`config.mk`:
```
export PLATFORM = sky130hd
export DESIGN_NAME = vcode_slew_stepper
export DESIGN_NICKNAME = d
export VERILOG_FILES = /design/src/rtl/vcs_pkg.sv /design/src/rtl/vcs_target_sel.sv /design/src/rtl/vcs_ramp.sv /design/src/rtl/vcs_blank.sv /design/src/rtl/vcode_slew_stepper.sv
export SDC_FILE = /design/constraint.sdc
export NUM_CORES = 1
export LEC_CHECK = 0
export CAP_MARGIN = 20
export CORE_ASPECT_RATIO = 1.5
export CORE_MARGIN = 2
export CORE_UTILIZATION = 58
export CTS_BUF_LIST = sky130_fd_sc_hd__clkbuf_4 sky130_fd_sc_hd__clkbuf_8 sky130_fd_sc_hd__clkbuf_16
export CTS_CLUSTER_SIZE = 12
export DETAILED_ROUTE_END_ITERATION = 10
export PLACE_DENSITY = 0.87
export SYNTH_ARGS = -nofsm -noshare
export SYNTH_HDL_FRONTEND = slang
export SYNTH_SLANG_ARGS = --single-unit
```
`constraint.sdc`:
```
create_clock -name clk -period 3.87 [get_ports clk]
set_input_delay 0.387 -clock clk [delete_from_list [all_inputs] [get_ports clk]]
set_output_delay 0.387 -clock clk [all_outputs]
set_load 0.03 [all_outputs]
```
`src/rtl/vcs_pkg.sv`:
```
// Package: shared types for the voltage-code slew stepper.
// Assumes: nothing beyond IEEE 1800-2017.
package vcs_pkg;

    // Direction of the ramp in progress
    typedef enum logic {
        RAMP_UP   = 1'b0,
        RAMP_DOWN = 1'b1
    } ramp_dir_e;

endpackage

```
`src/rtl/vcs_target_sel.sv`:
```
// Module: vcs_target_sel
// Chooses the requested DAC code. With susp_en low the target is the main
// code. With susp_en high the target is an entry of a fixed suspend table,
// indexed by the select. The table is a packed parameter, and entry 0 sits
// in the least significant bits.
// Assumes: purely combinational; the inputs are synchronous to clk.
module vcs_target_sel #(
    parameter int CODE_W = 5,
    parameter int SEL_W  = 2,
    parameter logic [(2**SEL_W)*CODE_W-1:0] SUSP_TABLE = {5'd20, 5'd12, 5'd8, 5'd3}
) (
    input  logic [CODE_W-1:0] main_code_i,
    input  logic              susp_en_i,
    input  logic [SEL_W-1:0]  susp_sel_i,
    output logic [CODE_W-1:0] target_o
);
    localparam int SUSP_N = 2**SEL_W;

    logic [CODE_W-1:0] susp_codes [SUSP_N];

    // Unpack the suspend table into an indexable array
    for (genvar g = 0; g < SUSP_N; g++) begin : g_unpack
        assign susp_codes[g] = SUSP_TABLE[g*CODE_W +: CODE_W];
    end

    // Source mux between the suspend table and the main code
    always_comb begin
        target_o = susp_en_i ? susp_codes[susp_sel_i] : main_code_i;
    end

endmodule

```
`src/rtl/vcs_ramp.sv`:
```
// Module: vcs_ramp
// Holds the registered target and the DAC code, and steps the code toward
// the target by one LSB on each slew tick. A falling ramp first spends
// FALL_EXTRA ticks without moving. A target change has priority over a tick
// that arrives in the same cycle. In reset the code loads the target directly.
// Assumes: tick_i is a one-cycle enable; target_i may change at any cycle.
module vcs_ramp
    import vcs_pkg::*;
#(
    parameter int CODE_W     = 5,
    parameter int FALL_EXTRA = 2
) (
    input  logic              clk,
    input  logic              rst_n,
    input  logic              tick_i,
    input  logic [CODE_W-1:0] target_i,
    output logic [CODE_W-1:0] code_o,
    output logic              active_o
);
    localparam int HOLD_W = (FALL_EXTRA > 0) ? $clog2(FALL_EXTRA + 1) : 1;
    localparam logic [HOLD_W-1:0] HOLD_LOAD = HOLD_W'(FALL_EXTRA);
    localparam logic [CODE_W-1:0] ONE_LSB   = CODE_W'(1);

    logic [CODE_W-1:0] tgt_q;
    logic [CODE_W-1:0] code_q;
    logic [CODE_W-1:0] code_step;
    logic [HOLD_W-1:0] hold_q;
    logic              active_q;
    ramp_dir_e         dir_q;
    logic              changed;
    logic              goes_down;

    // Detect a new request and its direction relative to the present code
    always_comb begin
        changed   = (target_i != tgt_q);
        goes_down = (target_i < code_q);
        code_step = (dir_q == RAMP_UP) ? code_q + ONE_LSB : code_q - ONE_LSB;
    end

    // Target latch, sync delay, and one-LSB stepping
    always_ff @(posedge clk) begin
        if (!rst_n) begin
            tgt_q    <= target_i;
            code_q   <= target_i;
            active_q <= 1'b0;
            hold_q   <= '0;
            dir_q    <= RAMP_UP;
        end else if (changed) begin
            tgt_q <= target_i;
            if (target_i != code_q) begin
                active_q <= 1'b1;
                dir_q    <= goes_down ? RAMP_DOWN : RAMP_UP;
                hold_q   <= goes_down ? HOLD_LOAD : '0;
            end else begin
                active_q <= 1'b0;
                hold_q   <= '0;
            end
        end else if (active_q && tick_i) begin
            if (hold_q != '0) begin
                hold_q <= hold_q - 1'b1;
            end else begin
                code_q <= code_step;
                if (code_step == tgt_q) begin
                    active_q <= 1'b0;
                end
            end
        end
    end

    assign code_o   = code_q;
    assign active_o = active_q;


    tick_gated_chk: assert property (@(posedge clk) disable iff (!rst_n)
        ($past(rst_n) && code_q != $past(code_q)) |-> ($past(tick_i) && $past(active_q)));


    one_lsb_chk: assert property (@(posedge clk) disable iff (!rst_n)
        ($past(rst_n) && code_q != $past(code_q)) |->
        (code_q == $past(code_q) + ONE_LSB || code_q == $past(code_q) - ONE_LSB));


    idle_at_target_chk: assert property (@(posedge clk) disable iff (!rst_n)
        !active_q |-> (code_q == tgt_q));


    hold_falling_only_chk: assert property (@(posedge clk) disable iff (!rst_n)
        (hold_q != '0) |-> (active_q && dir_q == RAMP_DOWN));

endmodule

```
`src/rtl/vcs_blank.sv`:
```
// Module: vcs_blank
// Counts the power-good blanking window. The counter is held at its full
// value while a ramp is active. Once the ramp ends, it counts down one step
// per slew tick, and blanking_o stays high until it reaches zero.
// Assumes: active_i is the registered ramp-active flag.
module vcs_blank #(
    parameter int BLANK_TICKS = 24
) (
    input  logic clk,
    input  logic rst_n,
    input  logic tick_i,
    input  logic active_i,
    output logic blanking_o
);
    localparam int CNT_W = $clog2(BLANK_TICKS + 1);
    localparam logic [CNT_W-1:0] BLANK_LOAD = CNT_W'(BLANK_TICKS);

    logic [CNT_W-1:0] cnt_q;

    // Reload during a ramp, count down on ticks once it ends
    always_ff @(posedge clk) begin
        if (!rst_n) begin
            cnt_q <= '0;
        end else if (active_i) begin
            cnt_q <= BLANK_LOAD;
        end else if (tick_i && cnt_q != '0) begin
            cnt_q <= cnt_q - 1'b1;
        end
    end

    assign blanking_o = active_i || (cnt_q != '0);


    blank_bound_chk: assert property (@(posedge clk) disable iff (!rst_n)
        cnt_q <= BLANK_LOAD);


    blank_reload_chk: assert property (@(posedge clk) disable iff (!rst_n)
        active_i |=> (cnt_q == BLANK_LOAD));


    blank_no_skip_chk: assert property (@(posedge clk) disable iff (!rst_n)
        (!active_i && !tick_i && cnt_q != '0) |=> (active_i || $stable(cnt_q)));

endmodule

```
`src/rtl/vcode_slew_stepper.sv`:
```
// Module: vcode_slew_stepper (top)
// Picks the target from the main or suspend source, ramps the DAC code
// toward it on slew ticks, and masks power-good during a ramp and for
// BLANK_TICKS ticks after it.
// Assumes: slew_tick is synchronous to clk and high for single cycles.
module vcode_slew_stepper #(
    parameter int CODE_W      = 5,
    parameter int SEL_W       = 2,
    parameter int BLANK_TICKS = 24,
    parameter int FALL_EXTRA  = 2,
    parameter logic [(2**SEL_W)*CODE_W-1:0] SUSP_TABLE = {5'd20, 5'd12, 5'd8, 5'd3}
) (
    input  logic              clk,
    input  logic              rst_n,
    input  logic              slew_tick,
    input  logic [CODE_W-1:0] main_code,
    input  logic              susp_en,
    input  logic [SEL_W-1:0]  susp_sel,
    input  logic              out_ok,
    output logic [CODE_W-1:0] dac_code,
    output logic              ramp_active,
    output logic              vrok
);
    logic [CODE_W-1:0] target;
    logic              blanking;

    vcs_target_sel #(
        .CODE_W    (CODE_W),
        .SEL_W     (SEL_W),
        .SUSP_TABLE(SUSP_TABLE)
    ) u_sel (
        .main_code_i(main_code),
        .susp_en_i  (susp_en),
        .susp_sel_i (susp_sel),
        .target_o   (target)
    );

    vcs_ramp #(
        .CODE_W    (CODE_W),
        .FALL_EXTRA(FALL_EXTRA)
    ) u_ramp (
        .clk     (clk),
        .rst_n   (rst_n),
        .tick_i  (slew_tick),
        .target_i(target),
        .code_o  (dac_code),
        .active_o(ramp_active)
    );

    vcs_blank #(
        .BLANK_TICKS(BLANK_TICKS)
    ) u_blank (
        .clk       (clk),
        .rst_n     (rst_n),
        .tick_i    (slew_tick),
        .active_i  (ramp_active),
        .blanking_o(blanking)
    );

    // Power-good gated by the blanking window
    always_comb begin
        vrok = out_ok && !blanking;
    end


    vrok_masked_chk: assert property (@(posedge clk) disable iff (!rst_n)
        vrok |-> (!ramp_active && out_ok));

endmodule

```
==> impl_summary.log <==
[metrics] slowest stage cell, crit path: clkdlybuf4s50_1
[metrics] path category of the worst min-delay check: reg -> reg
[metrics] number of nets in the synthesized netlist: 158
[metrics] maxcap violations: 0
[metrics] Port Buffers: 18
[metrics] setup TNS after final layout: 0 ns
[metrics] top-level port count: 19
[metrics] area share of the leading cell type in the synthesized netlist: 0.2275
[metrics] via/cell ratio: 5.931
[metrics] number of antenna diodes: 0
[metrics] Syn Inst Count: 133
[metrics] total grt overflow: 0
[metrics] Synth warnings: 0
[metrics] core outline area: 2207 um^2
[metrics] total number of vias: 1032
[metrics] clock latency on the worst-skew pair: 0.31 ns
[metrics] total of fill cells in the finished design: 173
[metrics] critical path cell sequence: inv_1 -> ha_1 -> or4b_2 -> nor3b_1 -> clkdlybuf4s50_1
[metrics] Worst-path clk slew: 0.11 ns
[metrics] fraction of final layout cells with drive strength greater than 1: 0.07285
[metrics] average routed wire per standard cell: 16.82 um
[metrics] DRC violation count after routing: 0
[metrics] number of hold buffers added after cts: 0
[metrics] required time at the endpoint of the critical path: 3.48 ns
[metrics] number of iterations in the first detailed-routing pass: 4
[metrics] Final Hold Slack: 0.5315 ns
[metrics] std cell rows: 21
[metrics] Finish-stage setup viols: 0
[metrics] biggest area consumer among synthesized cells: edfxtp_1
[metrics] Max stage delay on crit path: 0.70 ns
[metrics] Max-slew headroom: 0.6061
[metrics] Setup Buffers After CTS: 0
[metrics] outcome: completed
[metrics] flop and latch count out of synthesis: 19
[metrics] post-synthesis cell type count: 36
[metrics] peak supply drop: 338.0 uV
[metrics] aggregate global-route resource usage: 0.2420
[metrics] area enclosed by the die boundary: 2681 um^2
[metrics] DP Wirelength: 2.301 mm
[metrics] final weighted congestion in routability-driven placement: 0.8649
[metrics] largest net degree at the start of global routing: 18
[metrics] unrepaired setup endpoints after global routing: no
[metrics] number of sinks on the clock net: 19
[metrics] biggest area contributors in the synthesized netlist: edfxtp_1 (23%), dfxtp_1 (14%), ha_1 (11%)
[metrics] Final #Nets: 177
[metrics] wire length of the first global-routing pass: 4.816 mm
[metrics] element type at the critical path start: register
[metrics] iteration-0 DRC count of the detailed router: 27
[metrics] Tcrit/Tclk final: 0.7371
[metrics] maximum operating frequency: 0.3506 GHz
[metrics] initial antenna violation count: 0
[metrics] worst endpoint data arrival time: 2.47 ns
[metrics] Netlist Area Pre-Place: 1320 um^2
[metrics] fraction of the yosys area taken by sequential cells: 0.3640
[metrics] endpoint type of the worst setup path: primary output
[metrics] CTS tree: yes
[metrics] H-tree levels: 1
[metrics] Final Max Tran Viols: 0
[metrics] chip width: 42.95 um
[metrics] CTS root buf: clkbuf_4
[metrics] total wirelength of the detailed-routed design: 2.926 mm
[metrics] Post-Route Skew: 0.008848 ns
[metrics] critical path fanouts, max: 3
[metrics] initial core utilization: 0.5981
[metrics] Final Hold Fails: 0
[metrics] final period demand of the worst path: 2.852 ns
[metrics] CTS resizes: 0
[metrics] Worst Max-Slew Pin Slew: 0.5890 ns
[metrics] Leak: 0.6460 nW
[metrics] relative area change from synthesis to final layout: 16.40%
[metrics] mean post-synth cell area: 9.925 um^2
[metrics] Final Worst Setup Slack: 1.018 ns
[metrics] Cell Pwr Density: 470.0 nW/um^2
[metrics] remaining antenna violation count: 0
[metrics] height of the die: 62.43 um
[metrics] number of global-route vias before repair: 1122
[metrics] Longest Clk Path Bufs: 2
[metrics] critical path start-end classification: reg -> out
[metrics] total clock buffers created by CTS: 3
[metrics] placement-stage worst setup slack: 0.9692 ns
-- path summary, 6_finish.rpt --
kind / slack [ns] / end / startpoint / cells past startpoint
setup / recovery: 1.02 / vrok / u_blank.cnt_q[0]$_SDFFE_PP0P_ / 5
hold / removal: 0.53 / u_blank.cnt_q[4]$_SDFFE_PN0P_ / u_blank.cnt_q[4]$_SDFFE_PN0P_ / 2
setup reg to reg: 1.38 / u_ramp.active_o$_SDFFE_PN0P_ / u_ramp.code_o[0]$_DFFE_PP_ / 6
hold reg to reg: 0.53 / u_blank.cnt_q[4]$_SDFFE_PN0P_ / u_blank.cnt_q[4]$_SDFFE_PN0P_ / 2
-- power breakdown --
part / internal, W / switching [W]
Clock: 0.0000473 / 0.0000627
Combinational: 0.000164 / 0.000168
Sequential: 0.000247 / 0.0000328
-- cells by family after synthesis --
logic type	after synthesis	share of synthesized area
flip-flops	19	0.3640
multiplexers	4	0.03886
AO/OA/AOI/OAI	24	0.1289
XOR/XNOR	19	0.1479
adder cells (fa/ha/maj)	13	0.1289
buffers and inverters	18	0.05687
AND/OR/NAND/NOR	36	0.1346
-- final cells by class --
| class | count | area (um^2) | area share |
|---|---|---|---|
| flip-flops and latches | 19 | 480.5 | 0.3127 |
| clock buffers | 4 | 30.03 | 0.01954 |
| inverters | 14 | 52.55 | 0.03420 |
| repair buffers | 18 | 180.2 | 0.1173 |
| multi-input cells | 96 | 764.5 | 0.4976 |
| well taps | 23 | 28.78 | 0.01873 |
-- worst max-delay path: cells and delay by family (launching register included) --
kind                     cells  cell delay, ns
AND/OR/NAND/NOR              2            0.84
flip-flops                   1            0.33
buffers and inverters        2            0.79
adder cells (fa/ha/maj)      1            0.21
-- metal layers --
| metal | share of wire | global-route usage |
|---|---|---|
| met5 | 0 | 0 |
| met3 | 0.038 | 0.02023 |
| met4 | 0.029 | 0.1288 |
| met1 | 0.35 | 0.2312 |
| met2 | 0.58 | 0.4754 |
-- flip-flops by register name (all words and copies together) (netlist names) --
name / count
u_blank.cnt_q: 5
u_ramp.code_o: 5
u_ramp.tgt_q: 5
u_ramp.hold_q: 2
u_ramp.active_o: 1
u_ramp.dir_q: 1
-- synth_stat cells --
cell type	instances
nand2b_1	1
edfxtp_1	10
a21o_1	2
a2111oi_4	1
o21a_1	2
mux2_2	1
a21boi_0	1
a21boi_1	2
o311a_1	1
xnor3_1	1
buf_6	1
dfxtp_1	9
o211ai_1	1
or4_1	3
nand3_1	4
nor3_1	1
xor2_2	2
ha_1	12
or3_1	1
a21oi_1	8
or4b_2	1
and3_1	1
fa_1	1
nand2_1	8
o21bai_1	1
xnor2_1	12
xor2_1	4
nor2b_1	2
mux2i_1	1
inv_1	14
o21ai_0	5
nor3b_1	1
nand4_1	1
clkbuf_1	3
mux2_4	2
nor2_1	12
-- metrics by stage --
stage | cell area, um^2 | power [W] | utilization | cells
2_1_floorplan | 1320 | 0.0005208 | - | 133
3_3_place_gp | 1506 | 0.0005971 | 0.6825 | 170
3_5_place_dp | 1506 | 0.0006143 | 0.6825 | 170
4_1_cts | 1536 | 0.0007214 | 0.6961 | 174
5_1_grt | 1536 | 0.0007621 | 0.6961 | 174
6_report | 1536 | 0.0007221 | 0.6961 | 174
-- placed cells by master, fill, tap and decap left out, drive strengths merged --
master	count
nor3b	1
nor2	12
xor2	6
edfxtp	10
a21oi	8
xnor3	1
mux2i	1
a21boi	3
mux2	3
or3	1
nor3	1
o21a	2
o21ai	5
nand2b	1
o21bai	1
a2111oi	1
fa	1
clkdlybuf4s50	18
nor2b	2
a21o	2
and3	1
or4	3
dfxtp	9
ha	12
or4b	1
nand4	1
o211ai	1
xnor2	12
nand3	4
o311a	1
nand2	8
inv	14
clkbuf	4
Power figures use the tool's default switching activity.
